[src/rtl/gpio_pkg.sv]
package gpio_pkg;

    typedef enum logic [1:0] {
        OUT_DATA    = 2'd0,
        OUT_SETCLR  = 2'd1,
        OUT_SETONLY = 2'd2
    } out_model_e;

    typedef enum logic [1:0] {
        DIR_NONE   = 2'd0,
        DIR_OUTPOL = 2'd1,
        DIR_INPOL  = 2'd2
    } dir_model_e;

    typedef enum logic [1:0] {
        SEL_DATA = 2'd0,
        SEL_SET  = 2'd1,
        SEL_CLR  = 2'd2,
        SEL_DIR  = 2'd3
    } reg_sel_e;

    localparam int SEL_W = 2;

    function automatic bit width_legal(input int w);
        return (w == 8) || (w == 16) || (w == 32) || (w == 64);
    endfunction

endpackage

[src/rtl/gpio_sync.sv]
module gpio_sync #(
    parameter int WIDTH = 32
) (
    input  logic             clk,
    input  logic             rst,
    input  logic [WIDTH-1:0] async_in,
    output logic [WIDTH-1:0] sync_out
);
    logic [WIDTH-1:0] stage1;
    logic [WIDTH-1:0] stage2;

    always_ff @(posedge clk) begin
        if (rst) begin
            stage1 <= '0;
            stage2 <= '0;
        end else begin
            stage1 <= async_in;
            stage2 <= stage1;
        end
    end

    assign sync_out = stage2;

    // the output follows the input with exactly two edges of delay
    a_r2_two_stage: assert property (@(posedge clk) disable iff (rst)
        $past(!rst, 2) |-> sync_out == $past(async_in, 2));
endmodule

[src/rtl/gpio_out_latch.sv]
module gpio_out_latch
    import gpio_pkg::*;
#(
    parameter int         WIDTH = 32,
    parameter out_model_e MODEL = OUT_SETCLR
) (
    input  logic             clk,
    input  logic             rst,
    input  logic             wr_whole,
    input  logic             wr_set,
    input  logic             wr_clr,
    input  logic [WIDTH-1:0] wval,
    output logic [WIDTH-1:0] latch
);
    logic [WIDTH-1:0] nxt;

    always_comb begin
        nxt = latch;
        if (wr_whole) nxt = wval;
        if (wr_set)   nxt = (MODEL == OUT_SETONLY) ? wval : (latch | wval);
        if (wr_clr)   nxt = latch & ~wval;
    end

    always_ff @(posedge clk) begin
        if (rst) latch <= '0;
        else     latch <= nxt;
    end

    // latch clear after reset
    a_r1_latch_reset: assert property (@(posedge clk) rst |=> latch == '0);
    // cleared bits are zero on the next cycle
    a_r4_clear_bits: assert property (@(posedge clk) disable iff (rst)
        wr_clr |=> (latch & $past(wval)) == '0);
    // a set/clear write never touches bits written as 0
    a_r4_zero_keeps: assert property (@(posedge clk) disable iff (rst)
        (wr_clr || (wr_set && MODEL == OUT_SETCLR)) |=>
        ((latch ^ $past(latch)) & ~$past(wval)) == '0);
    // a whole-word write lands exactly
    a_r5_whole_write: assert property (@(posedge clk) disable iff (rst)
        (wr_whole || (wr_set && MODEL == OUT_SETONLY)) |=> latch == $past(wval));
    // no strobe, no change
    a_r3_idle_stable: assert property (@(posedge clk) disable iff (rst)
        !(wr_whole || wr_set || wr_clr) |=> $stable(latch));
endmodule

[src/rtl/gpio_dir_reg.sv]
module gpio_dir_reg #(
    parameter int         WIDTH     = 32,
    parameter logic       RESET_ONE = 1'b0
) (
    input  logic             clk,
    input  logic             rst,
    input  logic             wr_dir,
    input  logic [WIDTH-1:0] wval,
    output logic [WIDTH-1:0] dir_q
);
    localparam logic [WIDTH-1:0] RST_VAL = RESET_ONE ? '1 : '0;

    always_ff @(posedge clk) begin
        if (rst)         dir_q <= RST_VAL;
        else if (wr_dir) dir_q <= wval;
    end

    // a direction write is held as written
    a_r6_dir_write: assert property (@(posedge clk) disable iff (rst)
        wr_dir |=> dir_q == $past(wval));
    // the reset value depends on polarity
    a_r7_dir_reset: assert property (@(posedge clk) rst |=> dir_q == RST_VAL);
endmodule

[src/rtl/mmio_gpio.sv]
module mmio_gpio
    import gpio_pkg::*;
#(
    parameter int         WIDTH     = 32,
    parameter out_model_e OUT_MODEL = OUT_SETCLR,
    parameter dir_model_e DIR_MODEL = DIR_OUTPOL,
    parameter bit         BIT_REV   = 1'b0,
    parameter bit         BYTE_SWAP = 1'b0
) (
    input  logic             clk,
    input  logic             rst,
    input  logic [1:0]       reg_sel,
    input  logic             wr_en,
    input  logic             rd_en,
    input  logic [WIDTH-1:0] wr_data,
    output logic [WIDTH-1:0] rd_data,
    input  logic [WIDTH-1:0] pin_in,
    output logic [WIDTH-1:0] pin_out,
    output logic [WIDTH-1:0] pin_oe
);
    localparam int NBYTES = WIDTH / 8;

    if (!width_legal(WIDTH)) begin : g_bad_width
        $error("mmio_gpio: WIDTH must be 8, 16, 32 or 64");
    end
    if (BYTE_SWAP && WIDTH == 64) begin : g_bad_swap
        $error("mmio_gpio: byte swap is not allowed with a 64-bit word");
    end

    // Bus view <-> logical order; the mapping is its own inverse.
    function automatic logic [WIDTH-1:0] view(input logic [WIDTH-1:0] x);
        logic [WIDTH-1:0] t;
        logic [WIDTH-1:0] y;
        for (int i = 0; i < WIDTH; i++)
            t[i] = BIT_REV ? x[WIDTH-1-i] : x[i];
        y = t;
        if (BYTE_SWAP)
            for (int b = 0; b < NBYTES; b++)
                y[b*8 +: 8] = t[(NBYTES-1-b)*8 +: 8];
        return y;
    endfunction

    reg_sel_e         sel;
    logic [WIDTH-1:0] wval;
    logic             hit_whole, hit_set, hit_clr, hit_dir;
    logic [WIDTH-1:0] latch, dir_q, pins_sync, rd_mux;

    assign sel  = reg_sel_e'(reg_sel);
    assign wval = view(wr_data);

    assign hit_whole = wr_en && sel == SEL_DATA && OUT_MODEL == OUT_DATA;
    assign hit_set   = wr_en && sel == SEL_SET  && OUT_MODEL != OUT_DATA;
    assign hit_clr   = wr_en && sel == SEL_CLR  && OUT_MODEL == OUT_SETCLR;
    assign hit_dir   = wr_en && sel == SEL_DIR  && DIR_MODEL != DIR_NONE;

    gpio_sync #(.WIDTH(WIDTH)) u_sync (
        .clk(clk), .rst(rst), .async_in(pin_in), .sync_out(pins_sync)
    );

    gpio_out_latch #(.WIDTH(WIDTH), .MODEL(OUT_MODEL)) u_latch (
        .clk(clk), .rst(rst), .wr_whole(hit_whole), .wr_set(hit_set),
        .wr_clr(hit_clr), .wval(wval), .latch(latch)
    );

    gpio_dir_reg #(.WIDTH(WIDTH), .RESET_ONE(DIR_MODEL == DIR_INPOL)) u_dir (
        .clk(clk), .rst(rst), .wr_dir(hit_dir), .wval(wval), .dir_q(dir_q)
    );

    assign pin_out = latch;

    if (DIR_MODEL == DIR_OUTPOL) begin : g_oe_out
        assign pin_oe = dir_q;
    end else if (DIR_MODEL == DIR_INPOL) begin : g_oe_in
        assign pin_oe = ~dir_q;
    end else begin : g_oe_none
        assign pin_oe = latch;
    end

    always_comb begin
        unique case (sel)
            SEL_DATA: rd_mux = view(pins_sync);
            SEL_SET:  rd_mux = (OUT_MODEL != OUT_DATA) ? view(latch) : '0;
            SEL_CLR:  rd_mux = '0;
            SEL_DIR:  rd_mux = (DIR_MODEL != DIR_NONE) ? view(dir_q) : '0;
            default:  rd_mux = '0;
        endcase
    end

    always_ff @(posedge clk) begin
        if (rst)        rd_data <= '0;
        else if (rd_en) rd_data <= rd_mux;
    end

    // no output enables after reset
    a_r1_oe_reset: assert property (@(posedge clk) rst |=> pin_oe == '0);
    // read data holds without a read strobe
    a_r11_rd_hold: assert property (@(posedge clk) disable iff (rst)
        !rd_en |=> $stable(rd_data));
    // the clear register reads zero
    a_r11_clr_zero: assert property (@(posedge clk) disable iff (rst)
        (rd_en && reg_sel == 2'd2) |=> rd_data == '0);
    // without a direction register, direction reads zero
    a_r8_no_dir_read: assert property (@(posedge clk) disable iff (rst)
        (rd_en && reg_sel == 2'd3 && DIR_MODEL == DIR_NONE) |=> rd_data == '0);
endmodule

[config.mk]
export PLATFORM = sky130hd
export DESIGN_NAME = mmio_gpio
export DESIGN_NICKNAME = d
export VERILOG_FILES = /design/src/rtl/gpio_pkg.sv /design/src/rtl/gpio_sync.sv /design/src/rtl/gpio_out_latch.sv /design/src/rtl/gpio_dir_reg.sv /design/src/rtl/mmio_gpio.sv
export SDC_FILE = /design/constraint.sdc
export NUM_CORES = 1
export LEC_CHECK = 0
export CAP_MARGIN = 10
export CORE_UTILIZATION = 43
export DETAILED_ROUTE_END_ITERATION = 10
export GPL_TIMING_DRIVEN = 0
export PLACE_DENSITY = 0.85
export SKIP_LAST_GASP = 1
export SLEW_MARGIN = 10
export SYNTH_ARGS = -nofsm -noshare
export SYNTH_HDL_FRONTEND = slang
export SYNTH_SLANG_ARGS = --single-unit
[constraint.sdc]
create_clock -name clk -period 1.05 [get_ports clk]
set_input_delay 0.105 -clock clk [delete_from_list [all_inputs] [get_ports clk]]
set_output_delay 0.105 -clock clk [all_outputs]
set_load 0.02 [all_outputs]
======== After elaboration in Yosys (flattened, before gate mapping) ========
Cells that the tools add are included.
operators by class
  equal/unequal tests ..................... 3
  muxes and demuxes ....................... 3
  bitwise gates (word level) .............. 3
  reductions and logical operators ........ 5
operators by type and width
  cell                  number
  $pmux W32 S4          1
  $mux W32              2
  $and A32 B32 Y32      1
  $not A32 Y32          1
  $or A32 B32 Y32       1
  $eq A2 B2 Y1 const B  2
  $logic_and A1 B1 Y1   3
  $eq A2 B1 Y1 const B  1
  $logic_not A2 Y1      1
  $reduce_bool A2 Y1    1
word-level totals
  flip-flop bits (word level) ............. 160
  input port bits ......................... 70
  output and inout bits ................... 96
  word-level logic and storage cells ...... 19

======== Depth between registers and ports, before layout ========
  depth in word-level cells ............... 4
  gate-level depth with buffers ........... 6
  mapped depth without buffers ............ 3

======== By module ========
A second synthesis with hierarchy kept.
unflattened totals
  cell total of the unflattened synthesis .. 609
  area, all modules ....................... 6,683.9 µm²
by module, submodules not included
  module          instances  cells an instance  area an instance (µm²)  sequential area each (µm²)
  mmio_gpio       1          223                2,094.5                 640.6
  gpio_sync       1          135                1,918.1                 1,281.2
  gpio_out_latch  1          148                1,507.7                 640.6
  gpio_dir_reg    1          103                1,163.6                 640.6

======== Worst setup path before layout ========
No wires, ideal clock.
  kind .................................... input -> register
  from .................................... input reg_sel[1]
  to ...................................... register with a tool-made name
  library setup time ...................... 0.146 ns
  arrival time ............................ 0.904 ns
  required time ........................... 0.904 ns
  path slack .............................. -0.001 ns
  cell stages on the path ................. 5
  buffers on the path ..................... 2
  cell sequence ........................... buf_4 nand2_1 nor2_1 buf_2 a211oi_2
RTL lines
  item                line             RTL
  start: declaration  mmio_gpio.sv:12  input logic [1:0] reg_sel,

======== Final worst setup path ========
  from .................................... register u_dir.dir_q[7]
  to ...................................... output pin_oe[7]
RTL lines
  item                      line                RTL
  start: declaration        gpio_dir_reg.sv:9   output logic [WIDTH-1:0] dir_q
  start signal: assignment  gpio_dir_reg.sv:15  else if (wr_dir) dir_q <= wval;
  end: declaration          mmio_gpio.sv:19     output logic [WIDTH-1:0] pin_oe
No word-level cell between the ends.

==> results.cfg <==
[status]
status = complete, no violations

[power]
power_density_nw_per_um2 = 1763
ir_drop_uv = 1189
total_power_uw = 14850
leakage_uw = 0.003411

[synth]
synth_compound_gate_area_share = 0.1768
yosys.area.top_type = dfxtp_1
yosysMostFrequentCell = dfxtp_1
synth_top_family_by_area = simple AND/OR/NAND/NOR gates
yosys.area.top_type_share = 0.5319
avgSynthCellArea_um2 = 9.954
syn_inst = 605
synth.distinct_cells = 22
synth_xor_area_frac = 0.004571
yosys.area_share.simple = 0.1816
synthTopCellsByCount = 160 x dfxtp_1, 75 x nand2_1, 64 x nor2b_1, 33 x nor2_1
ys_top_cells_by_area = dfxtp_1 53%, nor2b_1 6.6%, a211oi_2 6.2%, nand2_1 4.7%, mux2i_1 4.5%
synth-adder-area-share = 0
syn-num-nets = 675
synth_mux_area_frac = 0.05423
synth_seq_cells = 160
synth_flop_cell = dfxtp_1
synth_area_um2 = 6022
synth_warnings = 0
yosysSeqAreaShare = 0.5319
synthArstFlopShare = 0
synth_edf_count = 0

[global_routing]
overflow = 0
grt_use_met3 = 0.06651
grt.total_usage = 0.2472
first_global_vias = 5021
met1_usage = 0.3033
grt_max_degree = 17
top_usage_layer = met2
antenna_found_initial = 1
grt_pass1_wl_um = 27090
met2_usage = 0.4030

[worst_setup_path]
cp_cell_sequence = buf_4
crit_family = flip-flops
worstPathRequired_ns = 0.94
critical_path.max_fanout = 3
path_buf_inv = 1
path_class = register to output port
cp-end-kind = output port
r2r_cells = 3
timing.rr.end = rd_data[4]
cpMaxStageDelayCell = dfxtp_1
critPathMaxStageDelay_ns = 0.35
cp-start-kind = register
arrival_ns = 0.93
r2r_slack_ns = 0.05

[clock_tree]
cts_max_path_buffers = 2
numCtsBuffers = 17
cts_tree = done
ctsHoldBuffers = 0
cts_sinks = 160
htree_levels = 4
cts_root_buf = clkbuf_16
insertion_delay_ns = 0.43
clk_pin_slew_ns = 0.06

[placed_design]
place_ws_ns = -0.2730
place_area_um2 = 7846
io_buffer_count = 160
hpwl_um = 12360
routabilityCongestion = 0.9293

[timing]
relSlewSlack = 0.4796
hold_violations = 0
finalSetupTns_ns = 0
slew_viol_final = 0
post-route-period-util = 0.9816
fmax_mhz = 970.2
fin_ws_ns = 0.01927
worst_slew_pin_slew_ns = 0.7806
finalSetupViolCount = 0
min_period_ns = 1.031
hold_ws_ns = 0.06043
clock_skew_ns = 0.01117

[job]
maxCapViolCount = 0

[route]
dr.pass1.iters = 5
finalWirelength_um = 17680
drt_iter0_markers = 546
avgRoutedWirePerCell_um = 18.06
drc = 0
ant_nets = 0
vias_per_cell = 5.366
vias = 5253

[layout]
regArea_um2 = 3306
multiInputGateArea_um2 = 2524
nNetsFinal = 859
fill_cells = 1115
drive_above_1_share = 0.3404
stdcell_area_um2 = 8427
syn_to_final_growth_pct = 39.93

[floorplan]
pin_count = 166
core_um2 = 13450
rows = 42
die_area_um2 = 14480
die_w_um = 120.3
die_y_um = 120.3
start_util = 0.4476

[hold_path]
min-delay-start = rst
min_path_cells = 2
hold_class = input pin to register
whs_endpoint = u_sync.sync_out[26]
-- cell usage in the layout (no fill, tap or decap), types with 2 or more instances in the layout --
cell             instances
nor2_1                  33
mux2_2                   5
nor2b_1                 64
buf_4                   85
buf_6                   27
nor3_1                  26
mux2i_1                 27
dfxtp_4                  2
buf_2                   17
clkbuf_16               17
nand3_1                 28
a21oi_1                 32
o211a_1                 27
clkdlybuf4s50_1         64
clkbuf_1                28
clkinvlp_4               3
buf_1                    4
a211oi_2                30
dfxtp_1                 82
a311oi_1                 4
a31oi_1                 32
bufinv_16                4
dfxtp_2                 76
a211oi_1                 2
nand2_1                 75
clkinv_2                 2
-- metrics by stage --
step / instances / utilization
after global routing: 979 / 0.6264
after global placement: 941 / 0.5832
after CTS: 973 / 0.6142
after floorplan: 605 / -
final: 979 / 0.6264
after detailed placement: 941 / 0.5832
-- worst max-delay path by stage --
| stage | start | cells after the start | to | slack [ns] |
|---|---|---|---|---|
| 2_1_floorplan | reg_sel[1] | 5 | register | 0.06 |
| 3_3_place_gp | reg_sel[1] | 5 | u_dir.dir_q[30] | -0.23 |
| 3_5_place_dp | reg_sel[1] | 5 | u_dir.dir_q[27] | -0.27 |
| 4_1_cts | u_dir.dir_q[1] | 1 | pin_oe[1] | -0.03 |
| 5_1_grt | u_dir.dir_q[21] | 1 | pin_oe[21] | -0.001 |
| 6_report | u_dir.dir_q[7] | 1 | pin_oe[7] | 0.02 |
-- repair_timing --
| action | 4_1_cts | 5_1_grt |
|---|---|---|
| buffers inserted | 0 | 5 |
| setup endpoints to repair | 98 | 44 |
| gates resized for setup | 528 | 51 |
| cloned | 0 | 0 |
-- cell type report --
| class | instances | share of cell area |
|---|---|---|
| antenna | 1 | 0.0002970 |
| clock buffer | 22 | 0.05271 |
| clock inverter | 10 | 0.01915 |
| sequential | 160 | 0.3923 |
| buffer | 55 | 0.03667 |
| tap | 176 | 0.02613 |
| timing repair buffer | 165 | 0.1733 |
| multi-input combinational | 390 | 0.2995 |
-- where the power goes --
| group | switching, uW | internal (uW) | leakage, uW |
|---|---|---|---|
| Sequential | 193 | 6400 | 0.00135 |
| Combinational | 1030 | 881 | 0.00178 |
| Clock | 2380 | 3970 | 0.000284 |
-- layer usage --
metal / part of all wire / vias to the layer above
li1: - / 2483
met1: 0.41 / 2504
met2: 0.48 / 230
met3: 0.076 / 36
met4: 0.027 / 0
met5: 0 / -
-- kinds of logic (layout without fill, tap and decap cells) --
kind of cell,Yosys count,after routing
muxes,32,32
other,0,1
xor gates and xnor gates,1,1
buffers and inverters,55,252
AOI/OAI and AO/OA,128,128
and+or+nand+nor,229,229
DFF,160,160
Note: power is estimated with default switching activity, not from simulation.
